## src/rtl/seq_pkg.sv

```systemverilog
package seq_pkg;
  typedef enum logic [1:0] {
    CYC_FETCH = 2'd0,
    CYC_EXEC  = 2'd1,
    CYC_EXEC2 = 2'd2
  } cyc_e;

  localparam logic [3:0] GRP_SBR  = 4'h3;
  localparam logic [3:0] GRP_LDA  = 4'h4;
  localparam logic [3:0] GRP_STR  = 4'h5;
  localparam logic [3:0] GRP_QCTL = 4'h7;
  localparam logic [3:0] GRP_GLO  = 4'h8;
  localparam logic [3:0] GRP_GHI  = 4'h9;
  localparam logic [3:0] GRP_PLO  = 4'hA;
  localparam logic [3:0] GRP_LBR  = 4'hC;
  localparam logic [3:0] GRP_SETP = 4'hD;

  localparam logic [3:0] N_QCLR = 4'hA;
  localparam logic [3:0] N_QSET = 4'hB;
  localparam logic [3:0] N_LBR  = 4'h0;

  localparam logic [1:0] SC_FETCH = 2'b00;
  localparam logic [1:0] SC_EXEC  = 2'b01;

  localparam int NUM_FLAGS = 4;

  typedef struct packed {
    logic sbr;
    logic lbr;
    logic lda;
    logic str;
    logic glo;
    logic ghi;
    logic plo;
    logic qset;
    logic qclr;
    logic setp;
  } dec_t;
endpackage

```

## src/rtl/seq_timing.sv

```systemverilog
module seq_timing #(
  parameter int CYCLE_CLKS = 8,
  parameter int TPA_PH     = 1,
  parameter int TPB_PH     = 6,
  localparam int PH_W      = $clog2(CYCLE_CLKS)
) (
  input  logic            clk_i,
  input  logic            rst_ni,
  input  logic            adv_i,
  output logic [PH_W-1:0] phase_o,
  output logic            cyc_end_o,
  output logic            tpa_o,
  output logic            tpb_o
);
  localparam logic [PH_W-1:0] LAST_PH = PH_W'(CYCLE_CLKS - 1);

  logic [PH_W-1:0] phase_q;

  always_ff @(posedge clk_i or negedge rst_ni) begin
    if (!rst_ni)                   phase_q <= '0;
    else if (adv_i) begin
      if (phase_q == LAST_PH)      phase_q <= '0;
      else                         phase_q <= phase_q + PH_W'(1);
    end
  end

  assign phase_o   = phase_q;
  assign cyc_end_o = adv_i && (phase_q == LAST_PH);
  assign tpa_o     = (phase_q == PH_W'(TPA_PH));
  assign tpb_o     = (phase_q == PH_W'(TPB_PH));
endmodule

```

## src/rtl/seq_regfile.sv

```systemverilog
module seq_regfile #(
  parameter int NUM_REGS = 16,
  parameter int REG_W    = 16,
  localparam int SEL_W   = $clog2(NUM_REGS)
) (
  input  logic             clk_i,
  input  logic             rst_ni,
  input  logic [SEL_W-1:0] ra_a_i,
  output logic [REG_W-1:0] rd_a_o,
  input  logic [SEL_W-1:0] ra_b_i,
  output logic [REG_W-1:0] rd_b_o,
  input  logic             we_i,
  input  logic [SEL_W-1:0] wa_i,
  input  logic [REG_W-1:0] wd_i
);
  logic [NUM_REGS-1:0][REG_W-1:0] rows;

  for (genvar g = 0; g < NUM_REGS; g++) begin : g_row
    logic [REG_W-1:0] row_q;
    always_ff @(posedge clk_i or negedge rst_ni) begin
      if (!rst_ni)                              row_q <= '0;
      else if (we_i && wa_i == SEL_W'(g))       row_q <= wd_i;
    end
    assign rows[g] = row_q;
  end

  assign rd_a_o = rows[ra_a_i];
  assign rd_b_o = rows[ra_b_i];
endmodule

```

## src/rtl/seq_decode.sv

```systemverilog
module seq_decode
  import seq_pkg::*;
(
  input  logic [7:0] op_i,
  output dec_t       dec_o
);
  logic [3:0] grp, n;
  assign grp = op_i[7:4];
  assign n   = op_i[3:0];

  always_comb begin
    dec_o = '0;
    unique case (grp)
      GRP_SBR:  dec_o.sbr  = 1'b1;
      GRP_LDA:  dec_o.lda  = 1'b1;
      GRP_STR:  dec_o.str  = 1'b1;
      GRP_QCTL: begin
        dec_o.qset = (n == N_QSET);
        dec_o.qclr = (n == N_QCLR);
      end
      GRP_GLO:  dec_o.glo  = 1'b1;
      GRP_GHI:  dec_o.ghi  = 1'b1;
      GRP_PLO:  dec_o.plo  = 1'b1;
      GRP_LBR:  dec_o.lbr  = (n == N_LBR);
      GRP_SETP: dec_o.setp = 1'b1;
      default:  dec_o = '0;
    endcase
  end
endmodule

```

## src/rtl/seq_branch_cond.sv

```systemverilog
module seq_branch_cond
  import seq_pkg::*;
(
  input  logic [3:0]           cond_i,
  input  logic                 q_i,
  input  logic                 d_zero_i,
  input  logic [NUM_FLAGS-1:0] flag_i,
  output logic                 take_o
);
  logic raw;

  // bit 3 inverts the sense; code 3 is a constant false
  always_comb begin
    unique case (cond_i[2:0])
      3'd0:    raw = 1'b1;
      3'd1:    raw = q_i;
      3'd2:    raw = d_zero_i;
      3'd3:    raw = 1'b0;
      default: raw = flag_i[cond_i[1:0]];
    endcase
  end

  assign take_o = raw ^ cond_i[3];
endmodule

```

## src/rtl/seq_core.sv

```systemverilog
module seq_core
  import seq_pkg::*;
#(
  parameter int DATA_W     = 8,
  parameter int NUM_REGS   = 16,
  parameter int CYCLE_CLKS = 8,
  parameter int TPA_PH     = 1,
  parameter int TPB_PH     = 6,
  localparam int REG_W     = 2 * DATA_W,
  localparam int SEL_W     = $clog2(NUM_REGS),
  localparam int PH_W      = $clog2(CYCLE_CLKS)
) (
  input  logic                 clk_i,
  input  logic                 rst_ni,
  input  logic                 halt_i,
  input  logic                 pause_i,
  input  logic [NUM_FLAGS-1:0] flag_i,
  input  logic [DATA_W-1:0]    data_i,
  output logic [DATA_W-1:0]    data_o,
  output logic                 data_oe_o,
  output logic [REG_W-1:0]     addr_o,
  output logic                 mem_rd_o,
  output logic                 q_o,
  output logic [1:0]           state_code_o,
  output logic                 tp_early_o,
  output logic                 tp_late_o
);
  logic            adv, cyc_end;
  logic [PH_W-1:0] phase_q;

  cyc_e              cyc_q, cyc_d;
  logic [DATA_W-1:0] ir_q, ir_d, d_q, d_d, hi_q, hi_d;
  logic [SEL_W-1:0]  p_q, p_d, n_sel;
  logic              q_q, q_d;

  logic [REG_W-1:0]  r_p, r_n, wd;
  logic [SEL_W-1:0]  wa;
  logic              we;
  dec_t              dec;
  logic              take, in_exec;

  assign adv = ~(halt_i | pause_i);

  seq_timing #(
    .CYCLE_CLKS(CYCLE_CLKS),
    .TPA_PH    (TPA_PH),
    .TPB_PH    (TPB_PH)
  ) u_timing (
    .clk_i    (clk_i),
    .rst_ni   (rst_ni),
    .adv_i    (adv),
    .phase_o  (phase_q),
    .cyc_end_o(cyc_end),
    .tpa_o    (tp_early_o),
    .tpb_o    (tp_late_o)
  );

  assign n_sel = SEL_W'(ir_q[3:0]);

  seq_regfile #(
    .NUM_REGS(NUM_REGS),
    .REG_W   (REG_W)
  ) u_rf (
    .clk_i (clk_i),
    .rst_ni(rst_ni),
    .ra_a_i(p_q),
    .rd_a_o(r_p),
    .ra_b_i(n_sel),
    .rd_b_o(r_n),
    .we_i  (we && cyc_end),
    .wa_i  (wa),
    .wd_i  (wd)
  );

  seq_decode u_dec (
    .op_i (ir_q),
    .dec_o(dec)
  );

  seq_branch_cond u_cond (
    .cond_i  (ir_q[3:0]),
    .q_i     (q_q),
    .d_zero_i(d_q == '0),
    .flag_i  (flag_i),
    .take_o  (take)
  );

  // Outputs derive from registered state only
  assign in_exec      = (cyc_q != CYC_FETCH);
  assign addr_o       = (cyc_q == CYC_EXEC && (dec.lda || dec.str)) ? r_n : r_p;
  assign mem_rd_o     = (cyc_q == CYC_FETCH) || (cyc_q == CYC_EXEC2)
                      || (cyc_q == CYC_EXEC && (dec.sbr || dec.lda || dec.lbr));
  assign data_oe_o    = (cyc_q == CYC_EXEC) && dec.str;
  assign data_o       = d_q;
  assign q_o          = q_q;
  assign state_code_o = in_exec ? SC_EXEC : SC_FETCH;

  // Effects of the cycle ending on this edge
  always_comb begin
    cyc_d = cyc_q;
    ir_d  = ir_q;
    p_d   = p_q;
    d_d   = d_q;
    q_d   = q_q;
    hi_d  = hi_q;
    we    = 1'b0;
    wa    = p_q;
    wd    = r_p + REG_W'(1);
    unique case (cyc_q)
      CYC_FETCH: begin
        ir_d  = data_i;
        we    = 1'b1;
        cyc_d = CYC_EXEC;
      end
      CYC_EXEC: begin
        cyc_d = CYC_FETCH;
        if (dec.sbr) begin
          we = 1'b1;
          if (take) wd = {r_p[REG_W-1:DATA_W], data_i};
        end else if (dec.lbr) begin
          we    = 1'b1;
          hi_d  = data_i;
          cyc_d = CYC_EXEC2;
        end else if (dec.lda) begin
          d_d = data_i;
          we  = 1'b1;
          wa  = n_sel;
          wd  = r_n + REG_W'(1);
        end else if (dec.glo) begin
          d_d = r_n[DATA_W-1:0];
        end else if (dec.ghi) begin
          d_d = r_n[REG_W-1:DATA_W];
        end else if (dec.plo) begin
          we = 1'b1;
          wa = n_sel;
          wd = {r_n[REG_W-1:DATA_W], d_q};
        end else if (dec.qset) begin
          q_d = 1'b1;
        end else if (dec.qclr) begin
          q_d = 1'b0;
        end else if (dec.setp) begin
          p_d = n_sel;
        end
      end
      CYC_EXEC2: begin
        we    = 1'b1;
        wd    = {hi_q, data_i};
        cyc_d = CYC_FETCH;
      end
      default: cyc_d = CYC_FETCH;
    endcase
  end

  always_ff @(posedge clk_i or negedge rst_ni) begin
    if (!rst_ni) begin
      cyc_q <= CYC_FETCH;
      ir_q  <= '0;
      p_q   <= '0;
      d_q   <= '0;
      q_q   <= 1'b0;
      hi_q  <= '0;
    end else if (cyc_end) begin
      cyc_q <= cyc_d;
      ir_q  <= ir_d;
      p_q   <= p_d;
      d_q   <= d_d;
      q_q   <= q_d;
      hi_q  <= hi_d;
    end
  end
endmodule

```

## config.mk

```make
export PLATFORM = sky130hd
export DESIGN_NAME = seq_core
export DESIGN_NICKNAME = d
export VERILOG_FILES = /design/src/rtl/seq_pkg.sv /design/src/rtl/seq_timing.sv /design/src/rtl/seq_regfile.sv /design/src/rtl/seq_decode.sv /design/src/rtl/seq_branch_cond.sv /design/src/rtl/seq_core.sv
export SDC_FILE = /design/constraint.sdc
export NUM_CORES = 1
export LEC_CHECK = 0
export BUFFER_PORTS_ARGS = -buffer_cell sky130_fd_sc_hd__buf_2
export CORE_ASPECT_RATIO = 0.75
export CORE_MARGIN = 10
export CORE_UTILIZATION = 45
export CTS_BUF_LIST = sky130_fd_sc_hd__clkbuf_2
export CTS_CLUSTER_DIAMETER = 50
export DETAILED_ROUTE_END_ITERATION = 8
export SYNTH_ARGS = -nofsm -noshare
export SYNTH_HDL_FRONTEND = slang
export SYNTH_SLANG_ARGS = --single-unit
```

## constraint.sdc

```tcl
create_clock -name clk_i -period 2.8 [get_ports clk_i]
set_input_delay 0.28 -clock clk_i [delete_from_list [all_inputs] [get_ports clk_i]]
set_output_delay 0.28 -clock clk_i [all_outputs]
set_load 0.02 [all_outputs]
```

==> run_results.csv, run 1 <==
group,metric,value,unit
logic_synthesis,ys_ff_latch,290,
global_routing,met1_usage,44.18,%
outcome,violations,"setup timing",
floorplanning,core_area,0.03832,sq mm
power,power.share.clock,16.8,%
detailed_routing,drtPass1Iterations,6,
setup_path,regToRegSetupSlack,-890,ps
logic_synthesis,synth_cell_type_count,101,
power,ir_worst_vdd,0.3878,mV
placement,port_buffers,45,
cts,cts_max_level,3,
global_routing,grt_usage,32.43,%
setup_path,cp-endpoint,"u_rf.g_row[14].row_q[11]$_DFFE_PN0P_",
placement,dp_cells,2403,
power,power_switching_share,44.03,%
global_routing,use_met3,11.72,%
logic_synthesis,yosysTopAreaCellShare,41.53,%
setup_path,r2r-end,"u_rf.g_row[14].row_q[11]$_DFFE_PN0P_",
final_layout,drive_above_1_share,58.52,%
floorplanning,die_area,0.04719,sq mm
detailed_routing,drc_errors,0,
detailed_routing,drt-total-wl,78.47,mm
global_routing,busiest_layer,"met2",
setup_path,crit_chain,"buf_8 -> buf_12 -> buf_12 -> mux4_2 -> mux2i_4 -> mux2i_4 -> nand3b_1 -> buf_4 -> or3_4 -> buf_4 -> mux2i_1 -> o2111a_1 -> o21ai_4 -> clkbuf_16 -> o21ai_2",
timing,tightest_slew,1222,ps
global_routing,grt_pass1_wl,113.6,mm
logic_synthesis,synth_fp_nets,1649,
timing,final-hold-violation-count,0,
global_routing,grt-ovfl-total,0,
detailed_routing,ant_nets,0,
timing,clock.fmax,0.2711,GHz
cts,clock_latency,1040,ps
global_routing,antenna_found_initial,2,
detailed_routing,drtIter0Drc,2502,
setup_path,max_stage_delay,540,ps
global_routing,grt_pass1_vias,17165,
cts,cts_buffers,77,
setup_path,end_kind,"flop",
floorplanning,rows,62,
power,leakagePower,11.26,nW
power,combPwrFrac,58.8,%
logic_synthesis,synth_area_leaders,"dfrtp_1 (42%), mux4_2 (9.9%), mux4_1 (7.5%)",
timing,setup_viol,274,
setup_path,crit_required,3620,ps
job,maxCapViolCount,0,
power,p_int,10.44,mW
min_path,hold_class,"input port to flop",
setup_path,reg2reg_depth,15,
placement,place_congestion,0.9224,
floorplanning,die_h,190.7,microns
logic_synthesis,ys.warnings.count,0,
logic_synthesis,synth_async_sr_flop_share,100.0,%
timing,rsz0062_at_grt,"yes",
setup_path,crit_start,"ir_q[0]$_DFFE_PN0P_",
floorplanning,die_w,247.5,microns
timing,slew_violations,0,
final_layout,area_growth,48.95,%
power,p_total,18.66,mW
power,switching_power,8.215,mW
logic_synthesis,synth.largest_area_cell,"dfrtp_1",
logic_synthesis,seq_area_frac_synth,41.53,%
placement,preCtsSetupSlack,-737.8,ps
logic_synthesis,syn_avg_cell_area,10.77,sq um
logic_synthesis,synth_edf_count,0,
timing,fin_crit_sh,131.8,%
outcome,status,"finished with violations",
placement,dp.final_hpwl,43.42,mm
timing,fin_skew,104.6,ps
timing,fin_ws,-889.3,ps
detailed_routing,vias,17584,
cts,cts_root_buffer,"clkbuf_2",
final_layout,fin_nets,2178,
timing,slew_headroom,18.23,%
cts,clock-sinks,290,
floorplanning,initial_core_util,45.60,%
setup_path,critPathKind,"flop to flop",
global_routing,grt_max_degree,87,
setup_path,path_max_fanout,8,
power,powerDensity,716.8,mW/mm^2
final_layout,fill_cells,2753,
setup_path,critical_path_arrival,4510,ps
cts,cts_max_path_buffers,3,
final_layout,stdcell_count,2714,
floorplanning,ioPinCount,47,
cts,clk_pin_slew,120,ps
detailed_routing,wl_per_cell,28.91,microns
logic_synthesis,syn_inst,1623,
logic_synthesis,syn-cell-area,0.01747,sq mm
setup_path,r2r-start,"ir_q[0]$_DFFE_PN0P_",
power,power_frac_seq,24.4,%
timing,post-route-min-period,3689,ps
setup_path,crit_path_top_delay_cell,"dfrtp_4",
detailed_routing,avgViaCountPerCell,6.479,
logic_synthesis,synth-main-ff-cell,"dfrtp_1",
setup_path,crit_path_start_kind,"flop",
cts,cts_tree,"done",
global_routing,use_met2,44.93,%
layer usage:
layer	routed length (microns)	vias to the layer above
li1	-	7116
met1	30140	8715
met2	32500	1379
met3	11090	372
met4	4728	2
met5	14	-
cell type report:
cell class / instances / area, sq um / share of cell area, %
multi-input cells: 1221 / 11800 / 45.34
flip-flops and latches: 290 / 7269 / 27.93
repair buffers: 552 / 5612 / 21.56
well taps: 512 / 640.6 / 2.461
clock buffers: 104 / 520.5 / 2.000
clock inverters: 24 / 145.1 / 0.5576
inverters: 10 / 37.54 / 0.1442
diodes: 1 / 2.502 / 0.009614
critical path: cells and delay by family, from the launching register on:
kind | cells | cell delay (ps)
buffers and inverters | 6 | 990
multiplexers | 4 | 760
AO/OA/AOI/OAI | 3 | 640
AND/OR/NAND/NOR | 2 | 590
flip-flops | 1 | 540
worst min path at each step:
stage,cells past startpoint,slack [ps],end,start
floorplan,0,-20,cyc_q[0]$_DFFE_PN0P_,rst_ni
global placement,1,350,u_rf.g_row[14].row_q[2]$_DFFE_PN0P_,rst_ni
detailed placement,1,350,u_rf.g_row[14].row_q[6]$_DFFE_PN0P_,rst_ni
CTS,3,20,hi_q[2]$_DFFE_PN0P_,data_i[2]
global route,3,90,hi_q[6]$_DFFE_PN0P_,data_i[6]
finish,3,120,ir_q[6]$_DFFE_PN0P_,data_i[6]
placed cells by master (no fill, tap or decap), drive strengths merged, types with 12 or more instances in the layout:
| cell type | n |
|---|---|
| buf | 532 |
| nand2 | 363 |
| dfrtp | 290 |
| o21ai | 256 |
| mux4 | 131 |
| clkbuf | 109 |
| nor2 | 96 |
| a21oi | 74 |
| mux2 | 34 |
| mux2i | 25 |
| clkinv | 22 |
| a22oi | 21 |
| nand3 | 21 |
| nor3 | 14 |
| dlygate4sd3 | 12 |
power groups by stage:
stage	sequential (mW)	clock [mW]	combinational, mW
after floorplan	4.56	0	4.12
after global placement	4.65	0	6.75
after detailed placement	4.65	0	6.78
after CTS	4.53	3.13	9.99
after global routing	4.56	3.38	11.3
final	4.55	3.13	11.0
synthesized netlist by cell type, types with 22 or more instances:
master    count
mux2_2       34
clkbuf_1     37
mux4_1       50
nor2_1       94
mux2i_1      22
dfrtp_1     290
o21ai_1      23
o21ai_0     220
nand2_1     329
a21oi_1      72
mux4_2       77
buf_2        23
what timing repair did:
action	in CTS	in global routing
hold endpoints to repair	383	0
gates cloned	40	4
endpoints found under the setup margin	280	277
hold buffers	12	0
pin swaps	182	139
gates resized for setup	592	274
buffers inserted	116	42
sequential cells by signal (all words and copies together) (netlist names):
| register | flops |
|---|---|
| u_rf.g_row.row_q | 256 |
| data_o | 8 |
| hi_q | 8 |
| ir_q | 8 |
| p_q | 4 |
| u_timing.phase_o | 3 |
| cyc_q | 2 |
| q_o | 1 |
cells by family (layout without fill, tap and decap cells):
family / after synthesis / in the layout / synth area share (%)
compound gates: 436 / 438 / 15.50
other cells: 1 / 2 / 0.02146
xor+xnor: 20 / 20 / 1.002
flops: 290 / 290 / 41.53
fa+ha+maj: 10 / 10 / 0.7160
simple gates: 543 / 562 / 13.71
mux: 190 / 190 / 21.85
buf+inv: 133 / 690 / 5.664
metrics by stage:
stage,hold WS (ps),setup TNS [ps],instance area (sq um),util (%)
global route,85.25,-191700,26030,67.92
CTS,19.21,-150290,25060,65.38
global placement,348.6,-122550,20760,54.19
finish,118.3,-175870,26030,67.92
floorplan,-15.59,-6103,17960,-
detailed placement,351.0,-127580,20760,54.19
(Power assumes the default switching activity.)
==> run 2, diff against run 1 <==
--- a/config.mk
+++ b/config.mk
@@ -8,10 +8,11 @@
 export BUFFER_PORTS_ARGS = -buffer_cell sky130_fd_sc_hd__buf_2
 export CORE_ASPECT_RATIO = 0.75
 export CORE_MARGIN = 10
-export CORE_UTILIZATION = 45
+export CORE_UTILIZATION = 50
 export CTS_BUF_LIST = sky130_fd_sc_hd__clkbuf_2
 export CTS_CLUSTER_DIAMETER = 50
 export DETAILED_ROUTE_END_ITERATION = 8
+export PLACE_DENSITY = 0.69
 export SYNTH_ARGS = -nofsm -noshare
 export SYNTH_HDL_FRONTEND = slang
 export SYNTH_SLANG_ARGS = --single-unit
==> run_results.csv, run 2 (synthesized netlist as in run 1, its figures left out) <==
group,metric,value,unit
outcome,status,"finished with violations",
outcome,violations,"DRC, setup timing",
cts,cts_tree,"done",
global_routing,grt-ovfl-total,0,
final_layout,fill_cells,2435,
timing,setup_viol,277,
cts,clock_latency,1010,ps
power,p_int,9.778,mW
placement,port_buffers,45,
floorplanning,die_w,235.9,microns
floorplanning,die_area,0.04290,sq mm
final_layout,post-route-util,68.40,%
global_routing,grt_usage,29.68,%
floorplanning,initial_core_util,50.47,%
power,ir_worst_vdd,0.4907,mV
power,power_frac_seq,27.0,%
power,combPwrFrac,55.7,%
timing,hold_ws,156.5,ps
power,switching_power,7.173,mW
cts,clock-sinks,290,
cts,cts_buffers,74,
detailed_routing,ant_nets,0,
floorplanning,core_area,0.03462,sq mm
setup_path,crit_path_start_kind,"flop",
placement,place_congestion,1.008,
setup_path,crit_path_top_delay_cell,"dfrtp_4",
detailed_routing,drtIter0Drc,2292,
cts,cts_root_buffer,"clkbuf_2",
cts,cts_max_path_buffers,3,
detailed_routing,vias,16537,
timing,fin_ws,-880.9,ps
setup_path,end_kind,"flop",
final_layout,fin_nets,2072,
final_layout,drive_above_1_share,49.04,%
detailed_routing,avgViaCountPerCell,6.493,
power,leakagePower,10.48,nW
power,power_switching_share,42.32,%
setup_path,max_stage_delay,560,ps
floorplanning,ioPinCount,47,
setup_path,path_common_cell,"buf_6",
timing,clock.fmax,0.2717,GHz
final_layout,final_cell_mix,"nand2_1 (299), buf_4 (288), dfrtp_1 (285)",
final_layout,final_common_cell,"nand2_1",
cts,cts_max_level,3,
setup_path,critPathKind,"flop to flop",
cts,clk_pin_slew,140,ps
global_routing,antenna_found_initial,1,
setup_path,critical_path_arrival,4480,ps
detailed_routing,drc_errors,1,
floorplanning,rows,59,
placement,dp.final_hpwl,42.07,mm
power,power.share.clock,17.3,%
timing,slew_headroom,43.32,%
detailed_routing,drt-total-wl,67.87,mm
timing,rsz0062_at_grt,"yes",
setup_path,path_max_fanout,16,
setup_path,crit_required,3600,ps
final_layout,regMostFlops,"u_rf.g_row.row_q",
timing,slew_violations,0,
timing,fin_crit_sh,131.5,%
setup_path,cp_num_buf_inv,8,
global_routing,grt_max_degree,73,
global_routing,grt_pass1_wl,97.94,mm
detailed_routing,wl_per_cell,26.65,microns
power,powerDensity,715.8,mW/mm^2
job,maxCapViolCount,0,
final_layout,largest_register_ffs,256,
floorplanning,die_h,181.9,microns
setup_path,crit_chain,"buf_4 -> buf_12 -> buf_12 -> mux4_2 -> a22o_1 -> nor2_4 -> buf_6 -> nand3b_1 -> buf_6 -> or3_4 -> buf_6 -> buf_6 -> mux2i_1 -> o2111a_1 -> o21ai_2 -> buf_12 -> o21ai_1",
timing,fin_skew,92.75,ps
timing,final-hold-violation-count,0,
timing,post-route-min-period,3681,ps
timing,tightest_slew,842.4,ps
global_routing,grt_pass1_vias,16069,
detailed_routing,drtPass1Iterations,8,
min_path,hold_class,"input port to flop",
setup_path,cp_top_family,"buffers and inverters",
final_layout,area_growth,35.51,%
[run 2: cell types whose count changed in the layout (fill, tap and decap cells not counted), moves of 7 or more]
cell / delta
buf_4: -44
o21ai_4: -7
buf_8: -9
nand2_2: -23
clkinv_1: -10
o21ai_2: -97
nand2_4: +8
o21ai_1: +58
buf_6: -22
o21ai_0: +46
a21oi_2: +9
buf_12: -9
nand2_1: +24
nand2_8: -22
[run 2: path summary, 6_finish.rpt]
path                                                     startpoint                             endpoint  slack [ps]  cells past startpoint
worst min-delay path                                      data_i[2]                  ir_q[2]$_DFFE_PN0P_         160                      3
max in group asynchronous                                    rst_ni                  hi_q[6]$_DFFE_PN0P_        1860                      4
worst max-delay path                            ir_q[0]$_DFFE_PN0P_  u_rf.g_row[5].row_q[11]$_DFFE_PN0P_        -880                     17
worst min register to register  u_rf.g_row[6].row_q[10]$_DFFE_PN0P_  u_rf.g_row[6].row_q[10]$_DFFE_PN0P_         510                      2
worst max register to register                  ir_q[0]$_DFFE_PN0P_  u_rf.g_row[5].row_q[11]$_DFFE_PN0P_        -880                     17
min in group asynchronous                                    rst_ni  u_rf.g_row[14].row_q[0]$_DFFE_PN0P_         470                      4
[run 2: final cells by class]
cell class | count | area, sq um | area share (%)
Inverter | 10 | 37.54 | 0.1585
Timing Repair Buffer | 464 | 4583 | 19.35
Clock buffer | 105 | 525.5 | 2.219
Tap cell | 457 | 571.8 | 2.415
Multi-Input combinational cell | 1206 | 10610 | 44.81
Antenna cell | 2 | 5.005 | 0.02113
Clock inverter | 13 | 78.83 | 0.3329
Sequential cell | 290 | 7268 | 30.69
[run 2: power by group through the flow]
stage          Sequential, mW  Combinational [mW]  Clock [mW]
4_1_cts                  4.58                8.80        2.94
5_1_grt                  4.61                9.76        3.17
3_5_place_dp             4.69                6.81           0
3_3_place_gp             4.68                6.75           0
2_1_floorplan            4.56                4.12           0
6_report                 4.58                9.44        2.93
[run 2: layer usage]
layer  wire length [microns]  global-route usage (%)  vias to the layer above
li1                        -                       -                     6866
met1                   26340                   39.97                     8165
met2                   29090                   42.31                     1266
met3                    9716                   11.58                      240
met4                    2725                   11.36                        0
met5                       0                       0                        -
[run 2: what timing repair did]
action                                 CTS  global route
pin swaps                               84            85
setup buffers                           73            30
setup endpoints to repair              279           281
cloned                                  15             5
endpoints found under the hold margin  389             0
hold buffers                            13             0
resized for setup                      376           166
[run 2: worst register-to-register path, delay by kind of cell, from the launching register on]
family | cells | cell delay (ps)
multiplexers | 2 | 470
flip-flops | 1 | 560
AO/OA/AOI/OAI | 4 | 730
buffers and inverters | 8 | 1110
AND/OR/NAND/NOR | 3 | 630
[run 2: stage by stage]
stage          total power, mW  TNS [ps]  cell area [sq um]  cells  setup slack, ps
3_5_place_dp             11.50   -108700              20370   2301           -576.7
5_1_grt                  17.53   -211600              23680   2546           -970.0
3_3_place_gp             11.43    -94400              20370   2301           -551.4
2_1_floorplan            8.681     -6103              17960   1623           -214.9
6_report                 16.95   -192660              23680   2547           -880.9
4_1_cts                  16.32   -163420              22990   2519           -870.3
==> run 3, diff against run 2 <==
--- a/config.mk
+++ b/config.mk
@@ -7,12 +7,13 @@
 export LEC_CHECK = 0
 export BUFFER_PORTS_ARGS = -buffer_cell sky130_fd_sc_hd__buf_2
 export CORE_ASPECT_RATIO = 0.75
-export CORE_MARGIN = 10
 export CORE_UTILIZATION = 50
 export CTS_BUF_LIST = sky130_fd_sc_hd__clkbuf_2
 export CTS_CLUSTER_DIAMETER = 50
 export DETAILED_ROUTE_END_ITERATION = 8
+export GPL_TIMING_DRIVEN = 0
 export PLACE_DENSITY = 0.69
 export SYNTH_ARGS = -nofsm -noshare
 export SYNTH_HDL_FRONTEND = slang
+export SYNTH_HIERARCHICAL = 1
 export SYNTH_SLANG_ARGS = --single-unit
==> run_results.csv, run 3 <==
group,metric,value,unit
outcome,status,"finished with violations",
outcome,violations,"setup timing",
final_layout,finalInstanceArea,0.02408,sq mm
power,leakagePower,10.81,nW
floorplanning,die_area,0.03445,sq mm
cts,clock_latency,1110,ps
timing,fin_skew,127.5,ps
timing,post-route-min-period,3749,ps
logic_synthesis,synth-main-ff-cell,"dfrtp_1",
logic_synthesis,seq_area_frac_synth,43.07,%
global_routing,use_met3,8.889,%
logic_synthesis,synth.largest_area_cell,"dfrtp_1",
logic_synthesis,synth_edf_count,0,
cts,clk_pin_slew,120,ps
global_routing,grt_pass1_wl,89.02,mm
logic_synthesis,ys_ff_latch,290,
floorplanning,die_w,214.0,microns
cts,cts_max_path_buffers,3,
final_layout,drive_above_1_share,65.63,%
floorplanning,die_h,161.0,microns
timing,setup_tns,-205410,ps
setup_path,crit_required,2520,ps
timing,rsz0062_at_grt,"yes",
timing,setup_viol,283,
global_routing,met1_usage,50.36,%
setup_path,path_max_fanout,7,
placement,port_buffers,45,
setup_path,end_kind,"output pin",
final_layout,final_common_cell,"dfrtp_1",
global_routing,grt-ovfl-total,0,
floorplanning,ioPinCount,47,
floorplanning,core_area,0.03274,sq mm
final_layout,fin_nets,1689,
global_routing,grt_max_degree,125,
placement,dp.final_hpwl,36.16,mm
cts,cts_max_level,3,
final_layout,stdcell_count,2153,
logic_synthesis,synth_fp_nets,1316,
placement,dp_cells,1779,
logic_synthesis,syn_avg_cell_area,13.06,sq um
cts,cts_root_buffer,"clkbuf_2",
setup_path,critPathKind,"flop to output pin",
logic_synthesis,syn-cell-area,0.01685,sq mm
cts,clock-sinks,290,
job,maxCapViolCount,0,
logic_synthesis,synth_area_leaders,"dfrtp_1 (43%), mux2_2 (18%), mux4_2 (17%)",
global_routing,grt_pass1_vias,13899,
final_layout,regMostFlops,"u_rf/g_row.row_q",
logic_synthesis,synth_async_sr_flop_share,100.0,%
placement,place_area,0.01832,sq mm
logic_synthesis,yosysTopAreaCellShare,43.07,%
final_layout,area_growth,42.88,%
detailed_routing,wl_per_cell,30.45,microns
logic_synthesis,synthTopCellsByCount,"dfrtp_1 (290), mux2_2 (263), mux4_2 (128)",
detailed_routing,drt-total-wl,65.55,mm
floorplanning,initial_core_util,51.47,%
timing,fin_crit_sh,133.9,%
timing,clock.fmax,0.2667,GHz
global_routing,grt_usage,35.00,%
detailed_routing,ant_nets,0,
setup_path,critical_path_arrival,3470,ps
final_layout,fill_cells,1928,
cts,cts_buffers,74,
setup_path,crit_path_start_kind,"flop",
detailed_routing,drtIter0Drc,1760,
global_routing,use_met2,51.34,%
min_path,hold_class,"input port to flop",
detailed_routing,vias,14555,
final_layout,multi_input_area,0.01101,sq mm
final_layout,seqCellArea,0.007271,sq mm
detailed_routing,avgViaCountPerCell,6.760,
timing,final-hold-violation-count,0,
placement,place_congestion,1.019,
power,powerDensity,593.4,mW/mm^2
logic_synthesis,ys.warnings.count,6,
logic_synthesis,syn_inst,1290,
timing,slew_headroom,35.12,%
global_routing,antenna_found_initial,1,
final_layout,largest_register_ffs,256,
timing,tightest_slew,973.2,ps
timing,fin_ws,-948.9,ps
logic_synthesis,synth_cell_type_count,72,
global_routing,busiest_layer,"met2",
floorplanning,rows,57,
detailed_routing,drtPass1Iterations,6,
timing,slew_violations,0,
final_layout,final_cell_mix,"dfrtp_1 (279), mux2_4 (194), buf_4 (134)",
power,ir_worst_vdd,0.6132,mV
detailed_routing,drc_errors,0,
logic_synthesis,synth.most_common_cell,"dfrtp_1",
cts,cts_tree,"done",
[run 3: cell count changes after synthesis, moves of 45 or more]
cell and delta:
mux4_1 -50, mux4_2 +51, mux2_2 +229, a21oi_1 -45, o21ai_0 -185, nand2_1 -248
a22oi_1 +45, nor2_1 -54
[run 3: cells by family (layout without fill, tap and decap cells)]
family / after synthesis / count (layout) / synth area share [%]
other: 1 / 7 / 0.02226
muxes: 432 / 432 / 37.34
and+or+nand+nor: 233 / 234 / 7.225
xor gates and xnor gates: 21 / 21 / 1.092
buffers and inverters: 121 / 535 / 3.163
AOI/OAI and AO/OA: 182 / 182 / 7.344
adders and majority gates: 10 / 10 / 0.7426
DFF: 290 / 290 / 43.07
[run 3: path summary, 6_finish.rpt]
path,start,endpoint,slack [ps],depth (start not counted)
setup / recovery,ir_q[0]$_DFFE_PN0P_,addr_o[11],-950,8
hold / removal,data_i[5],ir_q[5]$_DFFE_PN0P_,100,3
setup reg to reg,ir_q[0]$_DFFE_PN0P_,u_rf/g_row[8].row_q[12]$_DFFE_PN0P_,-870,14
hold reg to reg,hi_q[2]$_DFFE_PN0P_,hi_q[2]$_DFFE_PN0P_,520,1
max in group asynchronous,rst_ni,u_rf/g_row[10].row_q[12]$_DFFE_PN0P_,1800,4
min in group asynchronous,rst_ni,u_rf/g_row[15].row_q[0]$_DFFE_PN0P_,320,4
[run 3: where the power goes]
part / internal [mW] / switching, mW / total, mW / leakage (nW)
registers: 4.30 / 0.167 / 4.47 / 4.02
logic: 2.99 / 3.94 / 6.92 / 6.33
clock network: 0.967 / 1.93 / 2.89 / 0.458
total: 8.26 / 6.03 / 14.3 / 10.8
[run 3: worst max-delay path, cell delays in order, from the launching register on]
cell,delay (ps)
dfrtp_2,410
buf_6,140
buf_12,180
clkbuf_16,170
mux4_2,530
a22oi_2,350
nand2_4,140
mux2_2,290
buf_2,160
[run 3: timing repair]
| action | 4_1_cts | 5_1_grt |
|---|---|---|
| cloned | 24 | 11 |
| endpoints found under the setup margin | 286 | 295 |
| gates resized for setup | 424 | 256 |
| pin swaps | 64 | 72 |
| setup buffers | 130 | 99 |
| hold buffers | 13 | 0 |
| endpoints found under the hold margin | 349 | 0 |
[run 3: cell type report]
class                   instances  share of cell area [%]
multi-input cells             880                   45.72
diodes                          6                 0.06236
clock buffers                  99                   2.058
clock inverters                19                  0.4002
flip-flops and latches        290                   30.20
inverters                      15                  0.2443
well taps                     442                   2.297
repair buffers                305                   13.89
plain buffers                  97                   5.129
[run 3: per-layer routing]
layer	part of all wire, %	routed length, microns	vias up
li1	-	-	5739
met1	40	25950	7566
met2	44	29050	1046
met3	12	8117	204
met4	3.7	2437	0
met5	0	0	-
[run 3: per-stage QoR]
| step | hold WS, ps | worst slack (ps) | utilization, % | power [mW] |
|---|---|---|---|---|
| final | 99.42 | -948.9 | 73.55 | 14.29 |
| after global routing | 141.2 | -991.6 | 73.51 | 14.69 |
| after CTS | 107.6 | -838.1 | 67.99 | 12.83 |
| after detailed placement | 231.5 | -1896 | 55.95 | 8.822 |
| after global placement | 489.9 | -4546 | 55.75 | 8.761 |
| after floorplan | -15.59 | -501.1 | - | 7.371 |
